==> src/rtl/edid_sink_pkg.sv <==
package edid_sink_pkg;
  typedef enum logic [2:0] {
    ST_IDLE, ST_CNT, ST_TAG, ST_DEND, ST_HDR, ST_ID0, ST_ID1, ST_ID2
  } scan_st_e;

  localparam logic [7:0] CEA_EXT_TAG  = 8'h02;
  localparam logic [2:0] VSDB_TAG     = 3'd3;
  localparam logic [4:0] VSDB_MIN_LEN = 5'd5;
  localparam logic [7:0] HDMI_ID0     = 8'h03;
  localparam logic [7:0] HDMI_ID1     = 8'h0C;
  localparam logic [7:0] HDMI_ID2     = 8'h00;
  localparam logic [7:0] DBC_START    = 8'd4;
  localparam logic [1:0] FMT_RGB      = 2'b00;
endpackage

==> src/rtl/edid_hpd_sync.sv <==
module edid_hpd_sync #(
  parameter int SYNC_N = 2
) (
  input  logic clk_i,
  input  logic rst_ni,
  input  logic hpd_i,
  output logic plug_lvl_o,
  output logic plug_rise_o
);
  logic [SYNC_N-1:0] sync_q;
  logic              prev_q;

  always_ff @(posedge clk_i or negedge rst_ni) begin
    if (!rst_ni) begin
      sync_q <= '0;
      prev_q <= 1'b0;
    end else begin
      sync_q <= {sync_q[SYNC_N-2:0], hpd_i};
      prev_q <= sync_q[SYNC_N-1];
    end
  end

  assign plug_lvl_o  = sync_q[SYNC_N-1];
  assign plug_rise_o = sync_q[SYNC_N-1] & ~prev_q;
endmodule

==> src/rtl/edid_walker.sv <==
module edid_walker
  import edid_sink_pkg::*;
#(
  parameter int ADDR_W    = 8,
  parameter int CNT_ADDR  = 126,
  parameter int EXT_BASE  = 128,
  parameter int BLK_BYTES = 128
) (
  input  logic              clk_i,
  input  logic              rst_ni,
  input  logic              plug_lvl_i,
  input  logic              plug_rise_i,
  output logic              rd_req_o,
  output logic [ADDR_W-1:0] rd_addr_o,
  input  logic [7:0]        rd_data_i,
  input  logic              rd_valid_i,
  output logic              hdmi_o,
  output logic              done_o
);
  localparam int OFS_W = $clog2(BLK_BYTES);

  scan_st_e  st_q;
  logic [7:0] ptr_q, dend_q;
  logic [4:0] blen_q;
  logic       hdmi_q, done_q;

  logic [8:0] hdr_nxt, blk_nxt;
  logic       hdr_end, blk_end, hdr_vsdb;
  logic [7:0] ofs;

  assign hdr_nxt  = {1'b0, ptr_q} + 9'(rd_data_i[4:0]) + 9'd1;
  assign blk_nxt  = {1'b0, ptr_q} + 9'(blen_q) + 9'd1;
  assign hdr_end  = (hdr_nxt >= {1'b0, dend_q}) || (hdr_nxt >= 9'(BLK_BYTES));
  assign blk_end  = (blk_nxt >= {1'b0, dend_q}) || (blk_nxt >= 9'(BLK_BYTES));
  assign hdr_vsdb = (rd_data_i[7:5] == VSDB_TAG) && (rd_data_i[4:0] >= VSDB_MIN_LEN);

  always_comb begin
    ofs = 8'd0;
    unique case (st_q)
      ST_TAG:  ofs = 8'd0;
      ST_DEND: ofs = 8'd2;
      ST_HDR:  ofs = ptr_q;
      ST_ID0:  ofs = ptr_q + 8'd1;
      ST_ID1:  ofs = ptr_q + 8'd2;
      ST_ID2:  ofs = ptr_q + 8'd3;
      default: ofs = 8'd0;
    endcase
    if (st_q == ST_CNT) rd_addr_o = ADDR_W'(CNT_ADDR);
    else                rd_addr_o = ADDR_W'(EXT_BASE + int'(ofs[OFS_W-1:0]));
  end

  assign rd_req_o = (st_q != ST_IDLE);
  assign hdmi_o   = hdmi_q;
  assign done_o   = done_q;

  always_ff @(posedge clk_i or negedge rst_ni) begin
    if (!rst_ni) begin
      st_q   <= ST_IDLE;
      ptr_q  <= '0;
      dend_q <= '0;
      blen_q <= '0;
      hdmi_q <= 1'b0;
      done_q <= 1'b0;
    end else begin
      done_q <= 1'b0;
      if (!plug_lvl_i) begin
        st_q   <= ST_IDLE;
        hdmi_q <= 1'b0;
      end else if (plug_rise_i) begin
        st_q   <= ST_CNT;
        hdmi_q <= 1'b0;
      end else if (rd_valid_i) begin
        unique case (st_q)
          ST_CNT: begin
            if (rd_data_i == 8'd0) begin st_q <= ST_IDLE; done_q <= 1'b1; end
            else st_q <= ST_TAG;
          end
          ST_TAG: begin
            if (rd_data_i == CEA_EXT_TAG) st_q <= ST_DEND;
            else begin st_q <= ST_IDLE; done_q <= 1'b1; end
          end
          ST_DEND: begin
            dend_q <= rd_data_i;
            ptr_q  <= DBC_START;
            if (rd_data_i <= DBC_START) begin st_q <= ST_IDLE; done_q <= 1'b1; end
            else st_q <= ST_HDR;
          end
          ST_HDR: begin
            blen_q <= rd_data_i[4:0];
            if (hdr_vsdb) st_q <= ST_ID0;
            else if (hdr_end) begin st_q <= ST_IDLE; done_q <= 1'b1; end
            else ptr_q <= hdr_nxt[7:0];
          end
          ST_ID0, ST_ID1, ST_ID2: begin
            if ((st_q == ST_ID0 && rd_data_i == HDMI_ID0) ||
                (st_q == ST_ID1 && rd_data_i == HDMI_ID1)) begin
              st_q <= (st_q == ST_ID0) ? ST_ID1 : ST_ID2;
            end else if (st_q == ST_ID2 && rd_data_i == HDMI_ID2) begin
              hdmi_q <= 1'b1;
              done_q <= 1'b1;
              st_q   <= ST_IDLE;
            end else if (blk_end) begin
              st_q   <= ST_IDLE;
              done_q <= 1'b1;
            end else begin
              ptr_q <= blk_nxt[7:0];
              st_q  <= ST_HDR;
            end
          end
          default: st_q <= ST_IDLE;
        endcase
      end
    end
  end
endmodule

==> src/rtl/edid_mode_gate.sv <==
module edid_mode_gate
  import edid_sink_pkg::*;
#(
  parameter int FMT_W = 2
) (
  input  logic             hdmi_i,
  input  logic [FMT_W-1:0] pix_fmt_req_i,
  input  logic             gb_req_i,
  input  logic             di_req_i,
  output logic [FMT_W-1:0] pix_fmt_o,
  output logic             gb_en_o,
  output logic             di_en_o
);
  assign pix_fmt_o = hdmi_i ? pix_fmt_req_i : FMT_W'(FMT_RGB);
  assign gb_en_o   = hdmi_i & gb_req_i;
  assign di_en_o   = hdmi_i & di_req_i;
endmodule

==> src/rtl/edid_sink_detect.sv <==
module edid_sink_detect #(
  parameter int ADDR_W = 8,
  parameter int FMT_W  = 2,
  parameter int SYNC_N = 2
) (
  input  logic              clk_i,
  input  logic              rst_ni,
  input  logic              hpd_i,
  output logic              rd_req_o,
  output logic [ADDR_W-1:0] rd_addr_o,
  input  logic [7:0]        rd_data_i,
  input  logic              rd_valid_i,
  input  logic [FMT_W-1:0]  pix_fmt_req_i,
  input  logic              gb_req_i,
  input  logic              di_req_i,
  output logic              hdmi_mode_o,
  output logic              scan_done_o,
  output logic [FMT_W-1:0]  pix_fmt_o,
  output logic              gb_en_o,
  output logic              di_en_o
);
  logic plug_lvl, plug_rise;

  edid_hpd_sync #(.SYNC_N(SYNC_N)) u_sync (
    .clk_i       (clk_i),
    .rst_ni      (rst_ni),
    .hpd_i       (hpd_i),
    .plug_lvl_o  (plug_lvl),
    .plug_rise_o (plug_rise)
  );

  edid_walker #(.ADDR_W(ADDR_W)) u_walk (
    .clk_i       (clk_i),
    .rst_ni      (rst_ni),
    .plug_lvl_i  (plug_lvl),
    .plug_rise_i (plug_rise),
    .rd_req_o    (rd_req_o),
    .rd_addr_o   (rd_addr_o),
    .rd_data_i   (rd_data_i),
    .rd_valid_i  (rd_valid_i),
    .hdmi_o      (hdmi_mode_o),
    .done_o      (scan_done_o)
  );

  edid_mode_gate #(.FMT_W(FMT_W)) u_gate (
    .hdmi_i        (hdmi_mode_o),
    .pix_fmt_req_i (pix_fmt_req_i),
    .gb_req_i      (gb_req_i),
    .di_req_i      (di_req_i),
    .pix_fmt_o     (pix_fmt_o),
    .gb_en_o       (gb_en_o),
    .di_en_o       (di_en_o)
  );
endmodule

==> config.mk <==
export PLATFORM = sky130hd
export DESIGN_NAME = edid_sink_detect
export DESIGN_NICKNAME = d
export VERILOG_FILES = /design/src/rtl/edid_sink_pkg.sv /design/src/rtl/edid_hpd_sync.sv /design/src/rtl/edid_walker.sv /design/src/rtl/edid_mode_gate.sv /design/src/rtl/edid_sink_detect.sv
export SDC_FILE = /design/constraint.sdc
export NUM_CORES = 1
export LEC_CHECK = 0
export BUFFER_PORTS_ARGS = -buffer_cell sky130_fd_sc_hd__buf_4
export CAP_MARGIN = 15
export CORE_UTILIZATION = 45
export CTS_CLUSTER_DIAMETER = 50
export CTS_CLUSTER_SIZE = 8
export DETAILED_ROUTE_END_ITERATION = 6
export GPL_TIMING_DRIVEN = 0
export PLACE_DENSITY = 0.76
export SETUP_SLACK_MARGIN = 0.4
export SLEW_MARGIN = 0
export SYNTH_ARGS = -nofsm -noshare
export SYNTH_HDL_FRONTEND = slang
export SYNTH_SLANG_ARGS = --single-unit
==> constraint.sdc <==
create_clock -name clk_i -period 4.36 [get_ports clk_i]
set_clock_uncertainty 0.05 [all_clocks]
set_input_delay 0.218 -clock clk_i [delete_from_list [all_inputs] [get_ports clk_i]]
set_output_delay 0.218 -clock clk_i [all_outputs]
set_load 0.02 [all_outputs]
==> impl_results.md, run 1 <==
* Max-Slew Margin vs Limit at 0.433
* Critical Path AT at 3.86 ns
* Initial DRT Pass Iterations at 5
* Design area at 0.00313 mm^2
* Commonest non-fill, non-tap cell in the layout: nand2_1
* Initial antenna violation count at 0
* Setup violations, final at 0
* Via count at 2460
* DRC at 0
* Non-filler cells, final at 430
* DIE HEIGHT at 79.6 um
* Max-slew violations at 0
* Worst VDD drop at 121 uV
* Worst-Skew Late Latency at 0.29 ns
* Worst hold slack at 0.0997 ns
* Hold Path Class: input port to flop
* Critical Path RT at 4.48 ns
* Final Cycle Share at 0.858
* Placed Cells at 421
* Status: complete, no violations
* Layout cells sized above 1 at 0.148
* # clock sinks at 29
* Die X at 79.6 um
* Fill count at 522
* Post-route ant nets at 0
* Fmax at 267 MHz
* Detailed-route wire length at 6830 um
* Final Hold Vio Count at 0
* I/O Pins at 31
* Initial Util at 0.480
* Clk buf depth at 2
* LEAKAGE at 1.49 nW
* Final Util at 0.555
* Setup TNS at 0 ns
* Asr flop ratio synth at 1.00
* H-tree Lvls at 2
* Vias in the first global route at 2410
* Gr ovfl total at 0
* Minimum clock period at 3.74 ns
* Mapped Cells at 319
* Vias/cell at 5.72
* Iteration-0 DRC Markers at 194
* CP startpoint kind: flop
* Root buf cell: clkbuf_8
* Predominant post-synthesis flop cell: dfrtp_1
* Number of synthesized flops with an enable pin at 0
* Nets at 405
* Post-synthesis register bit count at 29
* Measured slew at the worst slew-check pin at 0.840 ns
* Mapped cell area at 0.00271 mm^2
* Synth unique cells at 51
* Routed wire per std cell at 15.9 um
* Syn_area_per_cell at 8.49 um^2
* Area added between synthesis and finish at 15.6%
* GRT Util Overall at 0.238
* Num CTS Buffers at 5
* Ant. Diodes at 0
* RSZ-0062 raised after global routing: no
* Post-DP HPWL at 5430 um
* # rows at 27
* Endpoint class of the critical path: flop
* Register area share after synthesis at 0.268
* Syn nets at 366
* Max-Cap Viols at 0
* Largest net degree at the start of global routing at 30
* Worst R2R Setup Slack at 0.62 ns
* Post-CTS Repair Setup Buffers at 0
* CTS tree: yes
* Commonest non-fill, non-tap cells in the layout: 36 x nand2_1, 30 x buf_4, 28 x o21ai_0, 28 x ha_1, 28 x dfrtp_1
* GPL Wtd Cong at 0.956
* Clk slew on worst S/H paths at 0.07 ns
* DIE AREA at 0.00633 mm^2
* Synth warn at 0
* Power density cells at 200 mW/mm^2
* Critical path class: flop to flop
* Buffers on Ports at 30
* Core area at 0.00564 mm^2
* Area post-placement at 0.00302 mm^2
* Maximum fanout along the worst path at 8
* First-pass GRT wire length at 11500 um
[synthesized netlist by cell type (all sizes together) (5+ instances only)]
cell | n | area share
xor2 | 6 | 0.019
nand3 | 13 | 0.026
mux2 | 8 | 0.039
clkbuf | 7 | 0.0097
ha | 28 | 0.13
and2 | 6 | 0.014
and3 | 6 | 0.014
o21a | 7 | 0.019
nor2 | 19 | 0.026
mux2i | 6 | 0.022
nor2b | 10 | 0.023
nand2 | 36 | 0.050
inv | 19 | 0.026
xnor2 | 10 | 0.032
dfrtp | 29 | 0.27
a21oi | 19 | 0.035
nor3 | 5 | 0.0092
o21ai | 28 | 0.052
nand2b | 5 | 0.012
[per-layer routing]
| layer | GRT usage | routed length [um] | vias to the layer above | part of all wire |
|---|---|---|---|---|
| met2 | 0.379 | 3140 | 78 | 0.46 |
| li1 | - | - | 1233 | - |
| met4 | 0.0927 | 121 | 0 | 0.018 |
| met1 | 0.313 | 3170 | 1135 | 0.46 |
| met3 | 0.0514 | 399 | 14 | 0.058 |
| met5 | 0 | 0 | - | 0 |
[registers in the layout, summed over array words and instances, names as in the netlist]
| name | flops |
|---|---|
| u_walk.dend_q | 8 |
| u_walk.ptr_q | 8 |
| u_walk.blen_q | 5 |
| u_walk.st_q | 3 |
| u_sync.sync_q | 2 |
| u_sync.prev_q | 1 |
| u_walk.done_o | 1 |
| u_walk.hdmi_o | 1 |
[logic make-up after synthesis]
| kind of cell | synth area share |
|---|---|
| buf+inv | 0.0439 |
| compound gates | 0.213 |
| fa+ha+maj | 0.152 |
| xor+xnor | 0.0517 |
| flops | 0.268 |
| mux | 0.0610 |
| simple gates | 0.211 |
[worst max-delay path, stage by stage, from the launching register on]
cell      delay [ns]
dfrtp_1         0.43
inv_1           0.12
ha_1            0.24
fa_1            0.43
nor2b_1         0.17
o21ai_0         0.09
a21oi_1         0.27
ha_1            0.31
a21oi_1         0.11
o21ai_0         0.09
a21oi_1         0.27
o221ai_1        0.22
nand3_1         0.20
o211a_1         0.19
buf_6           0.15
mux2_4          0.30
[through the flow]
step	setup slack (ns)	power [mW]
after global placement	0.680	0.398
final	0.618	0.625
after global routing	0.429	0.655
after floorplan	1.02	0.351
after CTS	0.622	0.628
after detailed placement	0.646	0.400
[final cells by class]
class	instances	area (um^2)	share of cell area
Multi-Input combinational cell	261	1860	0.595
Sequential cell	29	727	0.232
Timing Repair Buffer	32	245	0.0783
Tap cell	72	90.1	0.0288
Clock buffer	7	86.3	0.0276
Inverter	19	71.3	0.0228
Buffer	10	47.5	0.0152
[power by group]
group | leakage, nW | internal (mW) | switching (mW) | total [mW]
logic | 1.09 | 0.0476 | 0.0695 | 0.117
clock network | 0.0443 | 0.125 | 0.104 | 0.229
registers | 0.351 | 0.275 | 0.00445 | 0.279
total | 1.49 | 0.447 | 0.178 | 0.625
[path summary, 6_finish.rpt]
path	start	to	cells past startpoint
max in group asynchronous	rst_ni	u_walk.ptr_q[1]	2
max reg2reg	u_walk.ptr_q[0]	u_walk.ptr_q[3]	15
min reg2reg	u_sync.sync_q[0]	u_sync.sync_q[1]	0
min	rd_data_i[5]	u_walk.dend_q[5]	3
max	u_walk.ptr_q[0]	u_walk.ptr_q[3]	15
min in group asynchronous	rst_ni	u_walk.dend_q[6]	2
[what timing repair did]
| item | in CTS | in global routing |
|---|---|---|
| resized for setup | 0 | 1 |
| hold buffers | 2 | 0 |
| endpoints found under the hold margin | 30 | 0 |
| endpoints found under the setup margin | 0 | 4 |
Note: power is estimated with default switching activity, not from simulation.
==> inputs of run 2 (changes only) <==
- SYNTH_HIERARCHICAL: unset -> 1
- clock period: 4.36 -> 4 ns (I/O delays scaled with it)
==> run 2 against run 1 <==
Cell area increased by 5.0%. Critical path depth decreased by 4. Synthesized cell count increased by 1.6%. Register-to-register slack got worse by 0.08 ns. Flip-flop and latch count unchanged. Sequential power increased by 11%. Worst setup slack got worse by 0.082 ns. Critical path type unchanged. Critical endpoint is now u_walk/st_q[1].
==> impl_results.md, run 2 <==
* Hold_sp: rd_data_i[6] (was rd_data_i[5])
* Final Cycle Share at 0.866 (was 0.858)
* RSZ-0062 raised after global routing: no (unchanged)
* Register area share after synthesis at 0.261 (was 0.268)
* Sw Pwr at 0.232 mW (was 0.178 mW)
* Minimum clock period at 3.46 ns (was 3.74 ns)
* I/O Pins at 31 (unchanged)
* Number of synthesized flops with an enable pin at 0 (unchanged)
* Worst Hold Depth at 3 (unchanged)
* Synth top area share at 0.261 (was 0.268)
* Hold Path Class: input port to flop (unchanged)
* Post-synthesis register bit count at 29 (unchanged)
* Fill count at 519 (was 522)
* H-tree Lvls at 2 (unchanged)
* DIE HEIGHT at 80.5 um (was 79.6 um)
* Endpoint class of the critical path: flop (unchanged)
* DIE AREA at 0.00649 mm^2 (was 0.00633 mm^2)
* Measured slew at the worst slew-check pin at 0.983 ns (was 0.840 ns)
* Status: complete, no violations (unchanged)
* DRC at 0 (unchanged)
* Critical Path AT at 3.58 ns (was 3.86 ns)
* Final Hold Vio Count at 0 (unchanged)
* Max-slew violations at 0 (unchanged)
* Post-DP HPWL at 5330 um (was 5430 um)
* Vias/cell at 6.00 (was 5.72)
* LEAKAGE at 1.51 nW (was 1.49 nW)
* Die X at 80.5 um (was 79.6 um)
* Initial antenna violation count at 0 (unchanged)
* Maximum fanout along the worst path at 9 (was 8)
* GRT Util Overall at 0.243 (was 0.238)
* Max-Slew Margin vs Limit at 0.340 (was 0.433)
* Buffers on Ports at 30 (unchanged)
* Worst R2R Setup Slack at 0.54 ns (was 0.62 ns)
* Iteration-0 DRC Markers at 176 (was 194)
* Initial Util at 0.469 (was 0.480)
* Initial DRT Pass Iterations at 5 (unchanged)
* Via count at 2672 (was 2460)
* Setup TNS at 0 ns (unchanged)
* Clock network fraction of total power at 0.359 (was 0.366)
* Biggest regs: u_walk/dend_q x8, u_walk/ptr_q x8, u_walk/blen_q x5 (was u_walk.dend_q x8, u_walk.ptr_q x8, u_walk.blen_q x5)
* Area added between synthesis and finish at 18.4% (was 15.6%)
* Non-filler cells, final at 445 (was 430)
* # rows at 28 (was 27)
* Total power at 0.766 mW (was 0.625 mW)
* Power density cells at 233 mW/mm^2 (was 200 mW/mm^2)
* Seq pwr share at 0.404 (was 0.447)
* Core area at 0.00592 mm^2 (was 0.00564 mm^2)
* Worst-Skew Late Latency at 0.29 ns (about the same)
* Detailed-route wire length at 7290 um (was 6830 um)
* Worst hold slack at 0.107 ns (was 0.0997 ns)
* CP startpoint kind: flop (unchanged)
* Combinational power share at 0.237 (was 0.187)
* Worst VDD drop at 155 uV (was 121 uV)
* # clock sinks at 29 (unchanged)
* Largest area contributor in the netlist: dfrtp_1 (unchanged)
* Ant. Diodes at 0 (unchanged)
* Num CTS Buffers at 5 (unchanged)
* Asr flop ratio synth at 1.00 (unchanged)
* Mapped Cells at 324 (was 319)
* Gr ovfl total at 0 (unchanged)
* Clk slew on worst S/H paths at 0.07 ns (about the same)
* Vias in the first global route at 2612 (was 2410)
* Fmax at 289 MHz (was 267 MHz)
* Commonest non-fill, non-tap cells in the layout: 37 x buf_4, 31 x nand2_1, 28 x nor2_1, 28 x ha_1, 26 x dfrtp_1 (was 36 x nand2_1, 30 x buf_4, 28 x o21ai_0, 28 x ha_1, 28 x dfrtp_1)
* Syn_area_per_cell at 8.57 um^2 (was 8.49 um^2)
* Most numerous cell in the Yosys netlist: nand2_1 (unchanged)
* CTS tree: yes (unchanged)
* Reg-to-reg startpoint: u_walk/ptr_q[2] (was u_walk.ptr_q[0])
* Largest net degree at the start of global routing at 30 (unchanged)
* Routed wire per std cell at 16.4 um (was 15.9 um)
* Critical Path RT at 4.12 ns (was 4.48 ns)
* GPL Wtd Cong at 0.903 (was 0.956)
* Nets at 416 (was 405)
* Synth top cells by count: 31 x nand2_1, 29 x dfrtp_1, 28 x ha_1, 28 x nor2_1 (was 36 x nand2_1, 29 x dfrtp_1, 28 x ha_1, 28 x o21ai_0)
* Mapped cell area at 0.00278 mm^2 (was 0.00271 mm^2)
* Synth unique cells at 62 (was 51)
* Commonest non-fill, non-tap cell in the layout: buf_4 (was nand2_1)
* First-pass GRT wire length at 12100 um (was 11500 um)
* Clk buf depth at 2 (unchanged)
* Predominant post-synthesis flop cell: dfrtp_1 (unchanged)
* Max-Cap Viols at 0 (unchanged)
* Depth of the worst register-to-register path at 11 (was 15)
* Setup violations, final at 0 (unchanged)
* Crit path from: u_walk/ptr_q[2] (was u_walk.ptr_q[0])
* RR Endpoint: u_walk/st_q[1] (was u_walk.ptr_q[3])
* Placed Cells at 429 (was 421)
* Top cells by area, synth: dfrtp_1 26%, ha_1 13%, nand2_1 4.2% (was dfrtp_1 27%, ha_1 13%, o21ai_0 5.2%)
* Internal at 0.534 mW (was 0.447 mW)
* Layout cells sized above 1 at 0.189 (was 0.148)
* Sw Ratio at 0.303 (was 0.284)
* Synth warn at 6 (was 0)
* Syn nets at 371 (was 366)
* Post-route ant nets at 0 (unchanged)
* Critical path class: flop to flop (unchanged)
* Hold EP: u_walk/dend_q[6] (was u_walk.dend_q[5])
* Root buf cell: clkbuf_8 (unchanged)
==> run 2: cell types whose count changed after synthesis, moves of 4 or more <==
cell,delta
nor2_1,+9
o21ai_0,-7
o2bb2ai_1,+7
a21o_1,+5
and3_1,-5
nand2_1,-5
clkbuf_1,+4
mux2_4,-4
nand4_1,+4
o22ai_1,+4
==> run 2: stage by stage <==
stage               setup WS, ns  utilization  cell area [um^2]
CTS                        0.403        0.543              3220
floorplan                  0.859            -              2780
global placement           0.490        0.523              3090
finish                     0.536        0.555              3290
detailed placement         0.437        0.523              3090
global route               0.352        0.555              3290
==> run 2: kinds of logic after synthesis <==
group,Yosys count,synth area share
muxes,11,0.0424
adders and majority gates,31,0.148
and+or+nand+nor,111,0.220
buffers and inverters,33,0.0464
AOI/OAI and AO/OA,93,0.232
DFF,29,0.261
xor gates and xnor gates,16,0.0505
==> run 2: power groups by stage <==
stage | clock [mW] | combinational (mW) | sequential, mW
after floorplan | 0 | 0.112 | 0.314
after global placement | 0 | 0.167 | 0.315
after detailed placement | 0 | 0.173 | 0.315
after CTS | 0.278 | 0.176 | 0.310
after global routing | 0.291 | 0.202 | 0.311
final | 0.275 | 0.181 | 0.310
==> run 2: per-layer routing <==
layer | global-route usage | routed length, um | up-vias | part of all wire
li1 | - | - | 1267 | -
met1 | 0.309 | 3110 | 1263 | 0.43
met2 | 0.379 | 3460 | 115 | 0.47
met3 | 0.0489 | 447 | 27 | 0.061
met4 | 0.143 | 280 | 0 | 0.038
met5 | 0 | 0 | - | 0
==> run 2: cell type report <==
type	instances	area, um^2	share of cell area
multi-input combinational	262	1940	0.591
timing repair buffer	38	290	0.0883
clock inverter	1	5.00	0.00152
sequential	29	729	0.222
tap	75	93.8	0.0285
buffer	15	61.3	0.0187
inverter	18	67.6	0.0206
clock buffer	7	96.3	0.0293
==> run 2: how the worst max path moves through the flow <==
stage,depth (start not counted),slack (ns),end
6_report,11,0.54,u_walk/st_q[1]
5_1_grt,11,0.35,u_walk/st_q[1]
4_1_cts,13,0.40,u_walk/ptr_q[2]
3_5_place_dp,13,0.44,u_walk/ptr_q[2]
3_3_place_gp,13,0.49,u_walk/ptr_q[2]
2_1_floorplan,14,0.86,u_walk/st_q[0]
==> run 2: what timing repair did <==
action	in CTS	in global routing
endpoints found under the setup margin	0	12
setup buffers	0	6
hold buffers	2	0
resized for setup	0	10
hold endpoints to repair	30	0
==> run 2: worst max-delay path, cell delays in order, from the launching register on <==
cell and delay [ns]:
dfrtp_2 0.48, ha_1 0.36, nor2b_2 0.19, o31a_1 0.33
a21oi_1 0.25, ha_1 0.31, a21o_1 0.17, a31oi_1 0.21
o211ai_1 0.22, o31ai_1 0.28, nand2_1 0.16, mux2_1 0.34
